$ cat src/rtl/qfreq_ad_pkg.sv
package qfreq_ad_pkg;
  typedef enum logic [1:0] {
    ACT_HOLD  = 2'd0,
    ACT_DECAY = 2'd1,
    ACT_UP    = 2'd2,
    ACT_DOWN  = 2'd3
  } lvl_act_e;
endpackage

$ cat src/rtl/qfreq_util_track.sv
module qfreq_util_track #(
  parameter int UTIL_W = 8
) (
  input  logic              clk,
  input  logic              rst,
  input  logic              iv_end,
  input  logic [UTIL_W-1:0] util,
  input  logic [UTIL_W-1:0] dev_thr,
  output logic              atk_hit,
  output logic              atk_up
);
  logic [UTIL_W-1:0] prev_util;
  logic              have_prev;
  logic [UTIL_W-1:0] mag;

  // history of last interval's occupancy, first interval flag
  always_ff @(posedge clk) begin
    if (rst) begin
      prev_util <= '0;
      have_prev <= 1'b0;
    end else if (iv_end) begin
      prev_util <= util;
      have_prev <= 1'b1;
    end
  end

  always_comb begin
    atk_up  = util > prev_util;
    mag     = atk_up ? (util - prev_util) : (prev_util - util);
    atk_hit = have_prev && (mag > dev_thr);
  end

  // the flag is set by the first strobe after reset
  p_first_r3: assert property (@(posedge clk) disable iff (rst)
    iv_end |=> have_prev);
endmodule

$ cat src/rtl/qfreq_endstop.sv
module qfreq_endstop #(
  parameter int CNT_W = 4
) (
  input  logic             clk,
  input  logic             rst,
  input  logic             iv_end,
  input  logic             any_atk,
  input  logic             lim_next,
  input  logic [CNT_W-1:0] cfg_endstop,
  output logic             due
);
  localparam logic [CNT_W-1:0] CNT_TOP = {CNT_W{1'b1}};
  logic [CNT_W-1:0] cnt;

  always_ff @(posedge clk) begin
    if (rst) begin
      cnt <= '0;
    end else if (iv_end) begin
      if (any_atk || !lim_next) cnt <= '0;
      else if (cnt != CNT_TOP)  cnt <= cnt + 1'b1;
    end
  end

  // forced attack pending when count reached and enabled
  assign due = (cfg_endstop != '0) && (cnt >= cfg_endstop);

  // the count is empty after an attack
  p_clear_r10: assert property (@(posedge clk) disable iff (rst)
    (iv_end && any_atk) |=> (cnt == '0));
endmodule

$ cat src/rtl/qfreq_level_calc.sv
module qfreq_level_calc
  import qfreq_ad_pkg::*;
#(
  parameter int F_MIN = 25,
  parameter int F_MAX = 100,
  parameter int LVL_W = 7
) (
  input  logic [LVL_W-1:0] lvl,
  input  logic             atk_hit,
  input  logic             atk_up,
  input  logic             due,
  input  logic             perf_ok,
  input  logic [LVL_W-1:0] react,
  input  logic [LVL_W-1:0] decay,
  output logic [LVL_W-1:0] lvl_next,
  output logic             any_atk,
  output logic             force_hit
);
  localparam logic [LVL_W:0]   MAX_X = (LVL_W+1)'(F_MAX);
  localparam logic [LVL_W:0]   MIN_X = (LVL_W+1)'(F_MIN);
  localparam logic [LVL_W-1:0] LMAX  = LVL_W'(F_MAX);
  localparam logic [LVL_W-1:0] LMIN  = LVL_W'(F_MIN);

  lvl_act_e         act;
  logic [LVL_W-1:0] step;
  logic [LVL_W:0]   up_sum;
  logic [LVL_W:0]   dn_floor;

  always_comb begin
    force_hit = !atk_hit && due && ((lvl == LMIN) || (lvl == LMAX));
    any_atk   = atk_hit || force_hit;
    step      = decay;
    act       = ACT_HOLD;
    if (atk_hit) begin
      step = react;
      act  = atk_up ? ACT_UP : ACT_DOWN;
    end else if (force_hit) begin
      step = react;
      act  = (lvl == LMIN) ? ACT_UP : ACT_DOWN;
    end else if (perf_ok) begin
      act  = ACT_DECAY;
    end
    up_sum   = {1'b0, lvl} + {1'b0, step};
    dn_floor = MIN_X + {1'b0, step};
    case (act)
      ACT_UP:                lvl_next = (up_sum > MAX_X) ? LMAX : up_sum[LVL_W-1:0];
      ACT_DOWN, ACT_DECAY:   lvl_next = ({1'b0, lvl} < dn_floor) ? LMIN : (lvl - step);
      default:               lvl_next = lvl;
    endcase
  end
endmodule

$ cat src/rtl/qfreq_ad_ctrl.sv
module qfreq_ad_ctrl #(
  parameter int UTIL_W = 8,
  parameter int PERF_W = 8,
  parameter int CNT_W  = 4,
  parameter int F_MIN  = 25,
  parameter int F_MAX  = 100,
  parameter int LVL_W  = $clog2(F_MAX + 1)
) (
  input  logic              clk,
  input  logic              rst,
  input  logic              iv_end,
  input  logic [UTIL_W-1:0] util,
  input  logic [PERF_W-1:0] perf_loss,
  input  logic [UTIL_W-1:0] cfg_dev_thr,
  input  logic [LVL_W-1:0]  cfg_react,
  input  logic [LVL_W-1:0]  cfg_decay,
  input  logic [PERF_W-1:0] cfg_perf_thr,
  input  logic [CNT_W-1:0]  cfg_endstop,
  output logic [LVL_W-1:0]  freq_lvl
);
  localparam logic [LVL_W-1:0] LMAX = LVL_W'(F_MAX);
  localparam logic [LVL_W-1:0] LMIN = LVL_W'(F_MIN);

  logic             atk_hit, atk_up, due, any_atk, force_hit, perf_ok, lim_next;
  logic [LVL_W-1:0] lvl_next;

  assign perf_ok  = perf_loss < cfg_perf_thr;
  assign lim_next = (lvl_next == LMAX) || (lvl_next == LMIN);

  qfreq_util_track #(.UTIL_W(UTIL_W)) u_track (
    .clk(clk), .rst(rst), .iv_end(iv_end), .util(util),
    .dev_thr(cfg_dev_thr), .atk_hit(atk_hit), .atk_up(atk_up)
  );

  qfreq_endstop #(.CNT_W(CNT_W)) u_stop (
    .clk(clk), .rst(rst), .iv_end(iv_end), .any_atk(any_atk),
    .lim_next(lim_next), .cfg_endstop(cfg_endstop), .due(due)
  );

  qfreq_level_calc #(.F_MIN(F_MIN), .F_MAX(F_MAX), .LVL_W(LVL_W)) u_calc (
    .lvl(freq_lvl), .atk_hit(atk_hit), .atk_up(atk_up), .due(due),
    .perf_ok(perf_ok), .react(cfg_react), .decay(cfg_decay),
    .lvl_next(lvl_next), .any_atk(any_atk), .force_hit(force_hit)
  );

  // registered level, reset to the top of the range
  always_ff @(posedge clk) begin
    if (rst)         freq_lvl <= LMAX;
    else if (iv_end) freq_lvl <= lvl_next;
  end

  p_range_r5: assert property (@(posedge clk) disable iff (rst)
    (freq_lvl >= LMIN) && (freq_lvl <= LMAX));
  p_quiet_r2: assert property (@(posedge clk) disable iff (rst)
    !iv_end |=> $stable(freq_lvl));
  p_gate_r7: assert property (@(posedge clk) disable iff (rst)
    (iv_end && !atk_hit && !force_hit && !perf_ok) |=> $stable(freq_lvl));
  p_dir_r4: assert property (@(posedge clk) disable iff (rst)
    (iv_end && atk_hit && atk_up) |=> (freq_lvl >= $past(freq_lvl)));
endmodule

$ cat config.mk
export PLATFORM = sky130hd
export DESIGN_NAME = qfreq_ad_ctrl
export DESIGN_NICKNAME = d
export VERILOG_FILES = /design/src/rtl/qfreq_ad_pkg.sv /design/src/rtl/qfreq_util_track.sv /design/src/rtl/qfreq_endstop.sv /design/src/rtl/qfreq_level_calc.sv /design/src/rtl/qfreq_ad_ctrl.sv
export SDC_FILE = /design/constraint.sdc
export NUM_CORES = 1
export LEC_CHECK = 0
export BUFFER_PORTS_ARGS = -buffer_cell sky130_fd_sc_hd__buf_2
export CORE_ASPECT_RATIO = 1.5
export CORE_MARGIN = 3
export CORE_UTILIZATION = 55
export CTS_CLUSTER_DIAMETER = 40
export CTS_CLUSTER_SIZE = 24
export DETAILED_ROUTE_END_ITERATION = 6
export PLACE_DENSITY = 0.79
export SYNTH_ARGS = -nofsm -noshare
export SYNTH_HDL_FRONTEND = slang
export SYNTH_SLANG_ARGS = --single-unit
$ cat constraint.sdc
create_clock -name clk -period 10.26 [get_ports clk]
set_input_delay 1.026 -clock clk [delete_from_list [all_inputs] [get_ports clk]]
set_output_delay 1.026 -clock clk [all_outputs]
set_load 0.02 [all_outputs]
==> run_results.csv, run 1 <==
group,metric,value,unit
placement,dpl_worst_slack,1.20,ns
critical_path,timing.rr.start,"u_track.prev_util[1]",
grt,grt.busiest_layer,"met2",
grt,global_route.usage.met3,0.0269,
clock_tree,cts_tree,"built",
critical_path,critPathLaunch,"util[0]",
clock_tree,post_cts_buffers,0,
grt,gr-total-overflow,0,
worst_hold_path,holdCritPathClass,"reg2reg",
synthesis,synthArstFlopShare,0,
placement,placed_cells,522,
die,start_util,0.580,
grt,grt_pass1_vias,3089,
clock_tree,postCtsHoldBufs,0,
critical_path,cp.required,10.45,ns
drt,drc,0,
power,max-vdd-ir-drop,0.0805,mV
final_layout,fill_cells,513,
final_layout,final_area,0.00366,mm2
synthesis,ys_seq_area_frac,0.123,
placement,place_hpwl,6.75,mm
grt,grt_pass1_wl,13.3,mm
sta,period_needed,8.87,ns
placement,gp_congestion,0.896,
final_layout,area_growth,12.4,%
drt,dr_total_vias,3064,
power,powerDensity,155,mW/mm2
outcome,outcome,"finished, final reports clean",
critical_path,worstSetupEndpointType,"register",
final_layout,regArea,400,um2
sta,fin_worst_skew,0.00437,ns
synthesis,synth_area,0.00326,mm2
placement,place_area,0.00359,mm2
die,fp.coreArea,0.00562,mm2
synthesis,synth_cells,404,
grt,grt_max_degree,22,
clock_tree,clock_latency,0.26,ns
final_layout,nNetsFinal,573,
grt,antenna_found_initial,0,
die,die_h,100,um
flow_run,maxCapViolCount,0,
drt,final_antenna_net_count,0,
drt,wirelength,8.23,mm
sta,setup-tns-final,0,ns
drt,avgViaCountPerCell,5.83,
sta,setup_slack,1.39,ns
worst_hold_path,min_from,"u_track.have_prev",
clock_tree,clkTransAtPathRegs,0.08,ns
sta,setup_viol,0,
drt,routedWlPerCell,15.7,um
placement,portBuffers,59,
sta,hold_viol_final,0,
die,num_rows,33,
critical_path,crit_family,"compound AO/OA/AOI/OAI gates",
die,die-area,0.00690,mm2
sta,fmax,113,MHz
final_layout,final_cell_mix,"ha_1, buf_2, inv_1",
critical_path,crit_fanout,16,
sta,timing.final.max_slew_violations,0,
critical_path,crit_arrival,9.06,ns
drt,drt_first_pass_iters,4,
synthesis,ys.flop_type,"dfxtp_1",
sta,slew_headroom,0.445,
synthesis,ys_seq_elements,20,
clock_tree,cts-root-buf,"clkbuf_8",
grt,grt_use_met2,0.497,
clock_tree,cts-buffers-inserted,3,
clock_tree,h-tree-depth,1,
synthesis,yosysUniqueCellTypes,67,
critical_path,slowest_stage,"a21oi_2",
sta,worst-slew-pin-transition,0.828,ns
final_layout,multi_input_area,0.00260,mm2
die,chipWidth,68.8,um
power,p_leak,1.78,nW
synthesis,yosys_warnings,0,
grt,groute.usage.overall,0.248,
clock_tree,ctsLongestPathBuffers,2,
critical_path,path_buf_inv,3,
sta,rsz0062_at_grt,"no",
clock_tree,cts.sinks,20,
final_layout,drive_gt1_frac,0.184,
drt,drt_iter0_drc,152,
final_layout,final_cells,526,
clock_tree,post_cts_resize_count,0,
synthesis,synth_area_per_cell,8.06,um2
die,ios,60,
final_layout,antennaDiodeCount,0,
sta,period_share,0.865,
synthesis,synth_edf_count,0,
grt,grt_util_met1,0.241,
critical_path,path_class,"in2reg",
critical_path,startpoint_type,"primary input",
power,p_total,0.000569,W
critical_path,slowest_delay,0.67,ns
synthesis,syn-num-nets,520,
-- per-layer routing --
layer	share of wire	routed length, um	up-vias
li1	-	-	1554
met4	0.021	171	0
met2	0.58	4740	67
met5	0	0	-
met1	0.37	3010	1429
met3	0.037	305	14
-- final timing paths --
kind | endpoint | slack [ns] | depth (start not counted)
max | u_stop.cnt[2] | 1.39 | 34
min | u_track.have_prev | 0.49 | 2
max reg2reg | u_stop.cnt[2] | 1.94 | 31
min reg2reg | u_track.have_prev | 0.49 | 2
-- worst register-to-register path, delay by kind of cell (launching register included) --
kind / cells / cell delay (ns)
xor gates and xnor gates: 2 / 0.30
adders and majority gates: 4 / 1.26
DFF: 1 / 0.41
AOI/OAI and AO/OA: 17 / 4.51
and+or+nand+nor: 5 / 0.84
muxes: 2 / 0.82
buffers and inverters: 1 / 0.11
-- cell type report --
| class | count | area share |
|---|---|---|
| flip-flops and latches | 20 | 0.109 |
| clock buffers | 3 | 0.0113 |
| inverters | 55 | 0.0564 |
| multi-input cells | 318 | 0.710 |
| well taps | 70 | 0.0239 |
| repair buffers | 59 | 0.0807 |
| clock inverters | 1 | 0.00821 |
-- kinds of logic after synthesis --
group	count (synthesis)	share of synthesized area
compound gates	115	0.264
simple gates	97	0.154
buf+inv	66	0.0788
fa+ha+maj	63	0.251
mux	24	0.0784
flops	20	0.123
xor+xnor	19	0.0511
-- per-stage QoR --
step / util / hold slack, ns
2_1_floorplan: - / 0.428
5_1_grt: 0.652 / 0.526
4_1_cts: 0.652 / 0.494
6_report: 0.652 / 0.492
3_3_place_gp: 0.639 / 0.472
3_5_place_dp: 0.639 / 0.479
-- cell usage after synthesis (all sizes together), types with 4 or more instances --
library cell   n  share of area
inv           55          0.063
a2111oi        7          0.027
clkbuf         8         0.0092
nand2b         4         0.0077
mux2i         15          0.046
nand3          8          0.012
ha            59           0.23
o21ai         19          0.033
mux2           9          0.032
nand4          4         0.0077
nand2         18          0.021
nor2          34          0.039
o21bai         9          0.021
a21o           7          0.018
dfxtp         20           0.12
xnor2         17          0.046
a221o          4          0.012
o21a           8          0.018
o22ai          4         0.0077
fa             4          0.025
a211oi         7          0.018
a21oi         28          0.044
-- flip-flops by register name, indices dropped and copies added (netlist names) --
register and cells:
u_track.prev_util 8, u_stop.cnt 4, u_track.have_prev 1, freq_lvl 7
-- power by group --
part | total, W | switching [W] | internal [W]
registers | 0.000102 | 0.0000169 | 0.0000854
clock network | 0.0000806 | 0.0000285 | 0.0000521
logic | 0.000386 | 0.000222 | 0.000163
total | 0.000569 | 0.000268 | 0.000301
(Power assumes the default switching activity.)
==> inputs of run 2 (changes only) <==
Settings changed: CELL_PAD_IN_SITES_DETAIL_PLACEMENT from default to 0, CELL_PAD_IN_SITES_GLOBAL_PLACEMENT from default to 1, CORE_MARGIN 3 to default, CORE_UTILIZATION 55 to 42, PLACE_DENSITY 0.79 to default, PLACE_DENSITY_LB_ADDON from default to 0.1.
==> run 2 against run 1 <==
Net effect:
- clock-buffer cell count stayed put
- critical path depth fell by 1
- design area is 2.2% higher
- wire length grew 7.2%
- first-iteration DRC count decreased by 46%
==> run_results.csv, run 2 (synthesis gave the netlist of run 1 again) <==
group,metric,value,unit
placement,gp_congestion,0.852,
clock_tree,postCtsHoldBufs,0,
critical_path,slowest_delay,0.67,ns
sta,setup_slack,1.60,ns
clock_tree,cts_tree,"built",
drt,drt_iter0_drc,82,
clock_tree,cts-root-buf,"clkbuf_16",
die,num_rows,39,
final_layout,final_area,0.00374,mm2
final_layout,area_growth,14.9,%
power,max-vdd-ir-drop,0.0787,mV
final_layout,largest_reg_flops,8,
critical_path,reg2reg_slack,2.17,ns
placement,place_area,0.00364,mm2
critical_path,cp.required,10.44,ns
outcome,outcome,"finished, final reports clean",
clock_tree,post_cts_resize_count,0,
die,die-area,0.00811,mm2
clock_tree,clkTransAtPathRegs,0.06,ns
sta,timing.final.max_slew_violations,0,
grt,groute.usage.overall,0.227,
final_layout,fill_cells,768,
clock_tree,post_cts_buffers,0,
worst_hold_path,holdCritPathClass,"reg2reg",
die,ios,60,
drt,drt_first_pass_iters,4,
sta,fin_worst_skew,0.00464,ns
die,die_h,110,um
final_layout,drive_gt1_frac,0.186,
die,chipWidth,73.9,um
power,intPower,0.000327,W
die,fp.coreArea,0.00756,mm2
drt,dr_total_vias,3102,
clock_tree,cts.sinks,20,
critical_path,reg2reg_depth,30,
final_layout,final_cell_mix,"ha_1, buf_2, inv_1",
sta,worst-slew-pin-transition,0.877,ns
final_layout,antennaDiodeCount,0,
drt,avgViaCountPerCell,5.55,
clock_tree,cts-buffers-inserted,3,
sta,setup_viol,0,
sta,hold_ws,0.485,ns
sta,rsz0062_at_grt,"no",
power,p_seq_frac,0.172,
placement,place_hpwl,7.26,mm
drt,drc,0,
power,p_total,0.000600,W
critical_path,worstSetupEndpointType,"register",
power,pwr-share-clk,0.182,
power,switching_share,0.454,
power,p_comb_frac,0.646,
final_layout,regMostFlops,"u_track.prev_util",
flow_run,maxCapViolCount,0,
final_layout,nNetsFinal,574,
critical_path,crit_arrival,8.84,ns
die,start_util,0.430,
grt,gr-total-overflow,0,
drt,wirelength,8.82,mm
grt,grt_pass1_wl,14.0,mm
critical_path,crit_fanout,16,
sta,period_needed,8.66,ns
power,p_leak,1.80,nW
drt,final_antenna_net_count,0,
final_layout,top_regs,"u_track.prev_util (8), freq_lvl (7), u_stop.cnt (4)",
critical_path,timing.rr.start,"u_track.prev_util[1]",
clock_tree,h-tree-depth,1,
critical_path,slowest_stage,"a2111oi_0",
sta,slew_headroom,0.412,
critical_path,cp-endpoint,"u_stop.cnt[2]",
sta,period_share,0.844,
critical_path,path_class,"in2reg",
critical_path,cp_common_cell,"a21oi_1",
placement,dpl_worst_slack,1.34,ns
sta,fmax,115,MHz
critical_path,startpoint_type,"primary input",
drt,wl_met1,3.27,mm
grt,grt_max_degree,22,
placement,portBuffers,59,
clock_tree,clock_latency,0.25,ns
power,powerDensity,160,mW/mm2
critical_path,reg2reg_to,"u_stop.cnt[2]",
sta,hold_viol_final,0,
drt,wl_met3,248,um
power,switching_power,0.000273,W
drt,top_layer,"met4",
drt,routedWlPerCell,15.8,um
drt,wl_met2,4.93,mm
clock_tree,ctsLongestPathBuffers,2,
critical_path,critPathLaunch,"util[0]",
grt,antenna_found_initial,0,
sta,setup-tns-final,0,ns
grt,grt_pass1_vias,3078,
-- run 2: cell count changes in the layout (fill, tap and decap cells not counted) --
cell       change
clkbuf_16      +3
clkbuf_8       -3
buf_4          +1
-- run 2: stage by stage --
| step | utilization | cells |
|---|---|---|
| 2_1_floorplan | - | 404 |
| 3_3_place_gp | 0.481 | 555 |
| 3_5_place_dp | 0.481 | 555 |
| 4_1_cts | 0.495 | 559 |
| 5_1_grt | 0.495 | 559 |
| 6_report | 0.495 | 559 |
-- run 2: area by class of cell --
cell class                      count  area, um2  share of cell area
Sequential cell                    20        400               0.107
Multi-Input combinational cell    318       2600               0.695
Inverter                           55        206              0.0552
Tap cell                          102        128              0.0341
Timing Repair Buffer               60        303              0.0809
Clock buffer                        3       75.1              0.0201
Clock inverter                      1       30.0             0.00803
-- run 2: worst min path at each step --
stage                                 start                end  slack [ns]  cells after the start
after floorplan           u_track.have_prev  u_track.have_prev        0.43                      2
after global placement    u_track.have_prev  u_track.have_prev        0.47                      2
after detailed placement  u_track.have_prev  u_track.have_prev        0.48                      2
after CTS                 u_track.have_prev  u_track.have_prev        0.49                      2
after global routing      u_track.have_prev  u_track.have_prev        0.55                      2
final                     u_track.have_prev  u_track.have_prev        0.49                      2
-- run 2: power by group through the flow --
stage          sequential, W  clock, W  combinational [W]
5_1_grt             0.000105  0.000114           0.000433
3_3_place_gp        0.000105         0           0.000385
2_1_floorplan       0.000104         0           0.000290
4_1_cts             0.000103  0.000114           0.000388
3_5_place_dp        0.000105         0           0.000384
6_report            0.000103  0.000109           0.000387
-- run 2: routing by layer --
metal	vias to the layer above	GRT usage
met5	-	0
met4	0	0.100
met3	28	0.0229
met2	80	0.472
met1	1429	0.213
li1	1565	-
-- run 2: worst max-delay path, delay by kind of cell --
kind	cells	cell delay [ns]
AOI/OAI and AO/OA	19	4.60
muxes	1	0.50
xor gates and xnor gates	1	0.14
and+or+nand+nor	3	0.80
adders and majority gates	4	1.18
buffers and inverters	5	0.57
